**config.mk**
```make
export PLATFORM = sky130hd
export DESIGN_NAME = stream_hold_buffer
export DESIGN_NICKNAME = d
export VERILOG_FILES = /design/src/rtl/shb_pkg.sv /design/src/rtl/shb_classify.sv /design/src/rtl/shb_fifo.sv /design/src/rtl/shb_stall_gen.sv /design/src/rtl/stream_hold_buffer.sv
export SDC_FILE = /design/constraint.sdc
export NUM_CORES = 1
export LEC_CHECK = 0
export BUFFER_PORTS_ARGS = -buffer_cell sky130_fd_sc_hd__buf_4
export CAP_MARGIN = 0
export CORE_UTILIZATION = 24
export CTS_BUF_LIST = sky130_fd_sc_hd__clkbuf_8
export CTS_CLUSTER_SIZE = 16
export DETAILED_ROUTE_END_ITERATION = 6
export PLACE_DENSITY_LB_ADDON = 0.12
export REMOVE_ABC_BUFFERS = 1
export SKIP_LAST_GASP = 1
export SYNTH_ARGS = -nofsm -noshare
export SYNTH_HDL_FRONTEND = slang
export SYNTH_SLANG_ARGS = --single-unit
```
**constraint.sdc**
```tcl
create_clock -name clk -period 7 [get_ports clk]
set_input_delay 1.4 -clock clk [delete_from_list [all_inputs] [get_ports clk]]
set_output_delay 1.4 -clock clk [all_outputs]
set_load 0.1 [all_outputs]
```
**src/rtl/shb_pkg.sv**
```systemverilog
package shb_pkg;

  typedef enum logic [1:0] {
    K_IDLE  = 2'b00,
    K_USER  = 2'b01,
    K_SETUP = 2'b10,
    K_MEM   = 2'b11
  } kind_e;

  typedef enum logic [1:0] {
    SRC_PASS = 2'b00,
    SRC_POP  = 2'b01,
    SRC_ZERO = 2'b10
  } src_e;

endpackage

```
**src/rtl/shb_classify.sv**
```systemverilog
module shb_classify
  import shb_pkg::*;
#(
  parameter int SID_W = 3
) (
  input  logic [1:0]       kind,
  input  logic             last,
  input  logic             flush,
  input  logic [SID_W-1:0] strm,
  input  logic [SID_W-1:0] sel,
  output logic             is_free,
  output logic             sel_flush,
  output logic             sel_chunk
);

  logic stream_kind;
  logic same_strm;

  // Setup and memory chunks reuse the stream field as an address, so they never match.
  always_comb begin
    stream_kind = (kind == K_USER) || (kind == K_IDLE);
    same_strm   = (strm == sel);
    is_free     = (kind == K_IDLE) && !last && !flush;
    sel_flush   = flush && stream_kind && same_strm;
    sel_chunk   = !flush && same_strm &&
                  ((kind == K_USER) || ((kind == K_IDLE) && last));
  end

endmodule

```
**src/rtl/shb_fifo.sv**
```systemverilog
module shb_fifo #(
  parameter int DEPTH  = 6,
  parameter int META_W = 11,
  parameter int DATA_W = 32,
  localparam int PTR_W = (DEPTH > 1) ? $clog2(DEPTH) : 1,
  localparam int CNT_W = $clog2(DEPTH + 1)
) (
  input  logic              clk,
  input  logic              rst,
  input  logic              clear,
  input  logic              wr_en,
  input  logic [META_W-1:0] wr_meta,
  input  logic [DATA_W-1:0] wr_data,
  input  logic              rd_en,
  output logic [META_W-1:0] rd_meta,
  output logic [DATA_W-1:0] rd_data_q,
  output logic [CNT_W-1:0]  count,
  output logic              empty,
  output logic              full
);

  logic [META_W-1:0] meta_mem [DEPTH];
  logic [DATA_W-1:0] data_mem [DEPTH];
  logic [PTR_W-1:0]  wr_ptr;
  logic [PTR_W-1:0]  rd_ptr;
  logic              wr_ok;
  logic              rd_ok;

  function automatic logic [PTR_W-1:0] bump(input logic [PTR_W-1:0] p);
    return (p == PTR_W'(DEPTH - 1)) ? '0 : p + 1'b1;
  endfunction

  always_comb begin
    empty = (count == '0);
    full  = (count == CNT_W'(DEPTH));
    wr_ok = wr_en && !full;
    rd_ok = rd_en && !empty;
    // Control fields are read asynchronously so the output control stays one stage.
    rd_meta = meta_mem[rd_ptr];
  end

  always_ff @(posedge clk) begin
    if (rst || clear) begin
      wr_ptr <= '0;
      rd_ptr <= '0;
      count  <= '0;
    end else begin
      if (wr_ok) wr_ptr <= bump(wr_ptr);
      if (rd_ok) rd_ptr <= bump(rd_ptr);
      case ({wr_ok, rd_ok})
        2'b10:   count <= count + 1'b1;
        2'b01:   count <= count - 1'b1;
        default: count <= count;
      endcase
    end
  end

  always_ff @(posedge clk) begin
    if (wr_ok) begin
      meta_mem[wr_ptr] <= wr_meta;
      data_mem[wr_ptr] <= wr_data;
    end
  end

  // Registered read port for the wide data, suited to block RAM.
  always_ff @(posedge clk) begin
    if (rd_ok) rd_data_q <= data_mem[rd_ptr];
  end

endmodule

```
**src/rtl/shb_stall_gen.sv**
```systemverilog
module shb_stall_gen #(
  parameter int SID_W = 3,
  localparam int NUM_STREAMS = 1 << SID_W
) (
  input  logic                   clk,
  input  logic                   rst,
  input  logic                   want,
  input  logic [SID_W-1:0]       sel,
  output logic [NUM_STREAMS-1:0] stall_o
);

  logic [NUM_STREAMS-1:0] hit;

  for (genvar i = 0; i < NUM_STREAMS; i++) begin : g_hit
    assign hit[i] = (sel == SID_W'(i));
  end

  always_ff @(posedge clk) begin
    if (rst) stall_o <= '0;
    else     stall_o <= want ? hit : '0;
  end

endmodule

```
**src/rtl/stream_hold_buffer.sv**
```systemverilog
module stream_hold_buffer
  import shb_pkg::*;
#(
  parameter int SID_W       = 3,
  parameter int TAG_W       = 4,
  parameter int DATA_W      = 32,
  parameter int STALL_DELAY = 2,
  parameter int UP_DEPTH    = 3,
  localparam int NUM_STREAMS = 1 << SID_W
) (
  input  logic                   clk,
  input  logic                   rst,
  input  logic [SID_W-1:0]       hold_stream_i,
  input  logic                   pause_i,
  input  logic [1:0]             in_kind,
  input  logic                   in_last,
  input  logic                   in_flush,
  input  logic [SID_W-1:0]       in_strm,
  input  logic [TAG_W-1:0]       in_tag,
  input  logic [DATA_W-1:0]      in_data,
  output logic [1:0]             out_kind,
  output logic                   out_last,
  output logic                   out_flush,
  output logic [SID_W-1:0]       out_strm,
  output logic [TAG_W-1:0]       out_tag,
  output logic [DATA_W-1:0]      out_data,
  output logic [NUM_STREAMS-1:0] stall_o
);

  localparam int IN_FLIGHT = STALL_DELAY + UP_DEPTH;
  localparam int DEPTH     = IN_FLIGHT + 1;
  localparam int HOLD_MARK = DEPTH - IN_FLIGHT;
  localparam int META_W    = 4 + SID_W + TAG_W;
  localparam int CNT_W     = $clog2(DEPTH + 1);

  logic              is_free;
  logic              sel_flush;
  logic              sel_chunk;
  logic              occupied;
  logic              hold_now;
  logic              capture;
  logic              pop;
  logic              flush_now;
  logic              fifo_wr;
  logic              fifo_empty;
  logic              fifo_full;
  logic [CNT_W-1:0]  fifo_count;
  logic [META_W-1:0] fifo_rd_meta;
  logic [DATA_W-1:0] fifo_rd_data;
  logic [META_W-1:0] in_meta;
  logic              cap_q;
  logic [META_W-1:0] cap_meta_q;
  src_e              src_q;
  logic              stall_want;

  shb_classify #(.SID_W(SID_W)) u_classify (
    .kind      (in_kind),
    .last      (in_last),
    .flush     (in_flush),
    .strm      (in_strm),
    .sel       (hold_stream_i),
    .is_free   (is_free),
    .sel_flush (sel_flush),
    .sel_chunk (sel_chunk)
  );

  always_comb begin
    in_meta    = {in_kind, in_last, in_flush, in_strm, in_tag};
    flush_now  = sel_flush;
    occupied   = cap_q || (fifo_count >= CNT_W'(HOLD_MARK));
    // Any buffered entry forces later chunks behind it, preserving order.
    hold_now   = pause_i || cap_q || !fifo_empty;
    capture    = sel_chunk && hold_now;
    pop        = is_free && !pause_i && !fifo_empty;
    // The data word of a captured chunk lands one cycle after its control.
    fifo_wr    = cap_q && !flush_now;
    stall_want = pause_i || (occupied && !flush_now);
  end

  shb_fifo #(
    .DEPTH  (DEPTH),
    .META_W (META_W),
    .DATA_W (DATA_W)
  ) u_fifo (
    .clk       (clk),
    .rst       (rst),
    .clear     (flush_now),
    .wr_en     (fifo_wr),
    .wr_meta   (cap_meta_q),
    .wr_data   (in_data),
    .rd_en     (pop),
    .rd_meta   (fifo_rd_meta),
    .rd_data_q (fifo_rd_data),
    .count     (fifo_count),
    .empty     (fifo_empty),
    .full      (fifo_full)
  );

  shb_stall_gen #(.SID_W(SID_W)) u_stall (
    .clk     (clk),
    .rst     (rst),
    .want    (stall_want),
    .sel     (hold_stream_i),
    .stall_o (stall_o)
  );

  always_ff @(posedge clk) begin
    if (rst) begin
      cap_q      <= 1'b0;
      cap_meta_q <= '0;
    end else begin
      cap_q      <= capture;
      cap_meta_q <= in_meta;
    end
  end

  always_ff @(posedge clk) begin
    if (rst) begin
      {out_kind, out_last, out_flush, out_strm, out_tag} <= '0;
      src_q <= SRC_ZERO;
    end else if (pop) begin
      {out_kind, out_last, out_flush, out_strm, out_tag} <= fifo_rd_meta;
      src_q <= SRC_POP;
    end else if (capture) begin
      {out_kind, out_last, out_flush, out_strm, out_tag} <= '0;
      src_q <= SRC_ZERO;
    end else begin
      {out_kind, out_last, out_flush, out_strm, out_tag} <= in_meta;
      src_q <= SRC_PASS;
    end
  end

  always_ff @(posedge clk) begin
    if (rst) begin
      out_data <= '0;
    end else begin
      case (src_q)
        SRC_POP:  out_data <= fifo_rd_data;
        SRC_PASS: out_data <= in_data;
        default:  out_data <= '0;
      endcase
    end
  end

endmodule

```
==> impl_metrics.ini <==
[timing]
timing.fmax_ghz = 0.297
tightest_slew_ns = 1.12
skew_ns = 0.0294
period_needed_ns = 3.37
drv_slew = 0
rsz0062_at_grt = false
fin_tns_setup_ns = 0
hold_viol = 0
min_period_over_period = 0.481
slew_headroom = 0.254
timing.hold.ws_ns = 0.477
setup_viol = 0

[power_and_ir_drop]
vdd_drop_max_mv = 0.131
p_per_area_mw_per_mm2 = 275
p_leak_nw = 5.45
p_total_mw = 4.51

[cells_and_area]
diodes = 0
final_util = 0.297
stdcell_area_mm2 = 0.0164
nets = 937
area_growth_pct = 22.0
drive_gt1_frac = 0.306

[routing]
vias = 6766
antenna_left = 0
drtIter0Drc = 267
route.detailed.drc = 0
wire_per_inst_um = 18.6
met1_length_mm = 14.8
dr.pass1.iters = 4
top_layer_used = met4
routed_via_density = 4.02
drt-total-wl_mm = 31.3
met3_length_mm = 1.67
met2_length_mm = 14.2

[synth]
synth-edff-count = 290
yosysTopAreaCell = edfxtp_1
synth_warnings = 0
ys.flop_type = edfxtp_1
synthMostInstantiatedCell = edfxtp_1
synthCells = 730
netlist_area_mm2 = 0.0134
seq_area_frac_synth = 0.763
synth-seq-cells = 367
avgSynthCellArea_um2 = 18.4
synth.distinct_cells = 39
synthArstFlopShare = 0
yosys-top-cells-area = edfxtp_1, dfxtp_1, mux4_2
synth_commonest_cells = edfxtp_1, dfxtp_1, nor2_1
synth_top_area_frac = 0.648

[global_route]
grt_pass1_vias = 7420
grt_max_degree = 68
grt-ovfl-total = 0
antenna_found_initial = 0
grt_first_pass_wirelength_mm = 47.2
grt_util_all_layers = 0.114

[worst_setup_path]
crit_arrival_ns = 3.60
critical_path.top_delay_family = simple AND/OR/NAND/NOR gates
cpPeakStageDelay_ns = 0.81
r2r_start = u_fifo.count[0]$_SDFFE_PP0P_
cp-start-kind = input port
cp-end-kind = register
crit_top_cell = buf_4
crit_path_start = in_strm[2]
required_ns = 7.23
crit_path_top_delay_cell = nor3_2
rrSetupSlack_ns = 3.72
criticalPathCategory = in2reg
worst-path-stages = 6
path_cells = buf_4, xor2_1, or4_4, o21ai_1, nor3_2, buf_4
cp-endpoint = u_fifo.data_mem[0][3]$_DFFE_PP_
crit_buf_inv = 2
r2r_end = u_fifo.data_mem[0][3]$_DFFE_PP_
cp_max_fo = 33
ff2ff_path_depth = 7

[placement]
placed_area_mm2 = 0.0151
routabilityCongestion = 0.646
hpwl_mm = 17.5
io_buffers = 99

[cts]
clkTransAtPathRegs_ns = 0.06
cts_tree = yes
cts_buffer_depth = 3
cts_sinks = 367
cts_root_buf = clkbuf_8
postCtsResizedCells = 0
postCtsSetupRepairBufs = 0
clk_latency_ns = 0.62
h-tree-depth = 3
numCtsBuffers = 70
cts_hold_buf = 0

[floorplanning]
start_util = 0.243
die_area_mm2 = 0.0570
die_y_um = 239
rows = 86
io_pins = 100
core_area_mm2 = 0.0552
fp.dieW_um = 239

[outcome]
status = finished clean

[flow_run]
cap_viol_max_count = 0

[hold_path]
hp-class = reg2reg
cell usage in the layout (no fill, tap or decap), drive strengths merged:
master,instances
nor3,6
mux2,22
a211oi,2
a21o,3
clkinvlp,1
nor2b,13
or4,2
clkinv,22
or2,4
nor4,11
a21oi,35
mux2i,67
nor2,79
or3,1
clkbuf,78
inv,29
ha,6
dfxtp,77
o21ai,2
mux4,43
xor2,5
nor4b,2
a21boi,1
edfxtp,290
nand2,5
xnor2,3
nand2b,6
buf,113
a22o,9
worst reg2reg max path: stages, from the launching register on:
cell,delay (ns)
dfxtp_1,0.43
inv_1,0.11
ha_1,0.21
a21boi_1,0.29
nor2b_1,0.17
o21ai_1,0.23
nor3_2,0.82
buf_4,0.61
state kept, by name (all words and copies together) (netlist names), named ones only:
register / count
out_strm: 3
src_q: 2
cap_meta_q: 11
u_fifo.data_mem: 192
out_tag: 4
out_kind: 2
cap_q: 1
u_stall.stall_o: 8
u_fifo.rd_ptr: 3
out_flush: 1
u_fifo.count: 3
u_fifo.meta_mem: 66
u_fifo.rd_data_q: 32
out_last: 1
out_data: 32
u_fifo.wr_ptr: 3
area by class of cell:
type | count | area (um^2)
fill | 5496 | 38800
sequential | 367 | 10300
multi-input combinational | 327 | 3060
clock buffer | 78 | 1070
tap | 748 | 936
timing repair buffer | 113 | 848
clock inverter | 49 | 211
inverter | 3 | 11.3
worst min-delay path by stage:
stage                                         end  slack (ns)  cells past startpoint                           start
final                     out_data[16]$_SDFF_PP0_        0.48                      2  u_fifo.rd_data_q[16]$_DFFE_PN_
after global routing       out_data[9]$_SDFF_PP0_        0.50                      2   u_fifo.rd_data_q[9]$_DFFE_PN_
after CTS                 out_data[16]$_SDFF_PP0_        0.48                      2  u_fifo.rd_data_q[16]$_DFFE_PN_
after detailed placement  out_data[20]$_SDFF_PP0_        0.47                      2  u_fifo.rd_data_q[20]$_DFFE_PN_
after global placement    out_data[20]$_SDFF_PP0_        0.47                      2  u_fifo.rd_data_q[20]$_DFFE_PN_
after floorplan            out_data[0]$_SDFF_PP0_        0.46                      2   u_fifo.rd_data_q[0]$_DFFE_PN_
cell families (layout without fill, tap and decap cells):
logic type | count (synthesis) | count (layout) | synth area share
buffers and inverters | 36 | 243 | 0.0126
AOI/OAI and AO/OA | 52 | 52 | 0.0233
adders and majority gates | 6 | 6 | 0.00559
and+or+nand+nor | 129 | 129 | 0.0504
DFF | 367 | 367 | 0.763
xor gates and xnor gates | 8 | 8 | 0.00521
muxes | 132 | 132 | 0.140
stage by stage:
step	std cells	setup WS, ns
6_report	1685	3.63
3_3_place_gp	1558	2.95
4_1_cts	1685	3.56
5_1_grt	1685	3.36
3_5_place_dp	1558	2.93
2_1_floorplan	697	0.473
report_power, final:
part	leakage (nW)	internal [mW]	switching (mW)	total (mW)
sequential	3.25	2.36	0.00983	2.37
combinational	1.44	0.0483	0.145	0.193
clock	0.758	1.02	0.918	1.94
total	5.45	3.43	1.07	4.51
layer usage:
| metal | vias to the layer above | track usage |
|---|---|---|
| met4 | 0 | 0.0460 |
| met2 | 164 | 0.174 |
| li1 | 3145 | - |
| met3 | 43 | 0.0306 |
| met1 | 3414 | 0.152 |
| met5 | - | 0 |
Power figures use the tool's default switching activity.
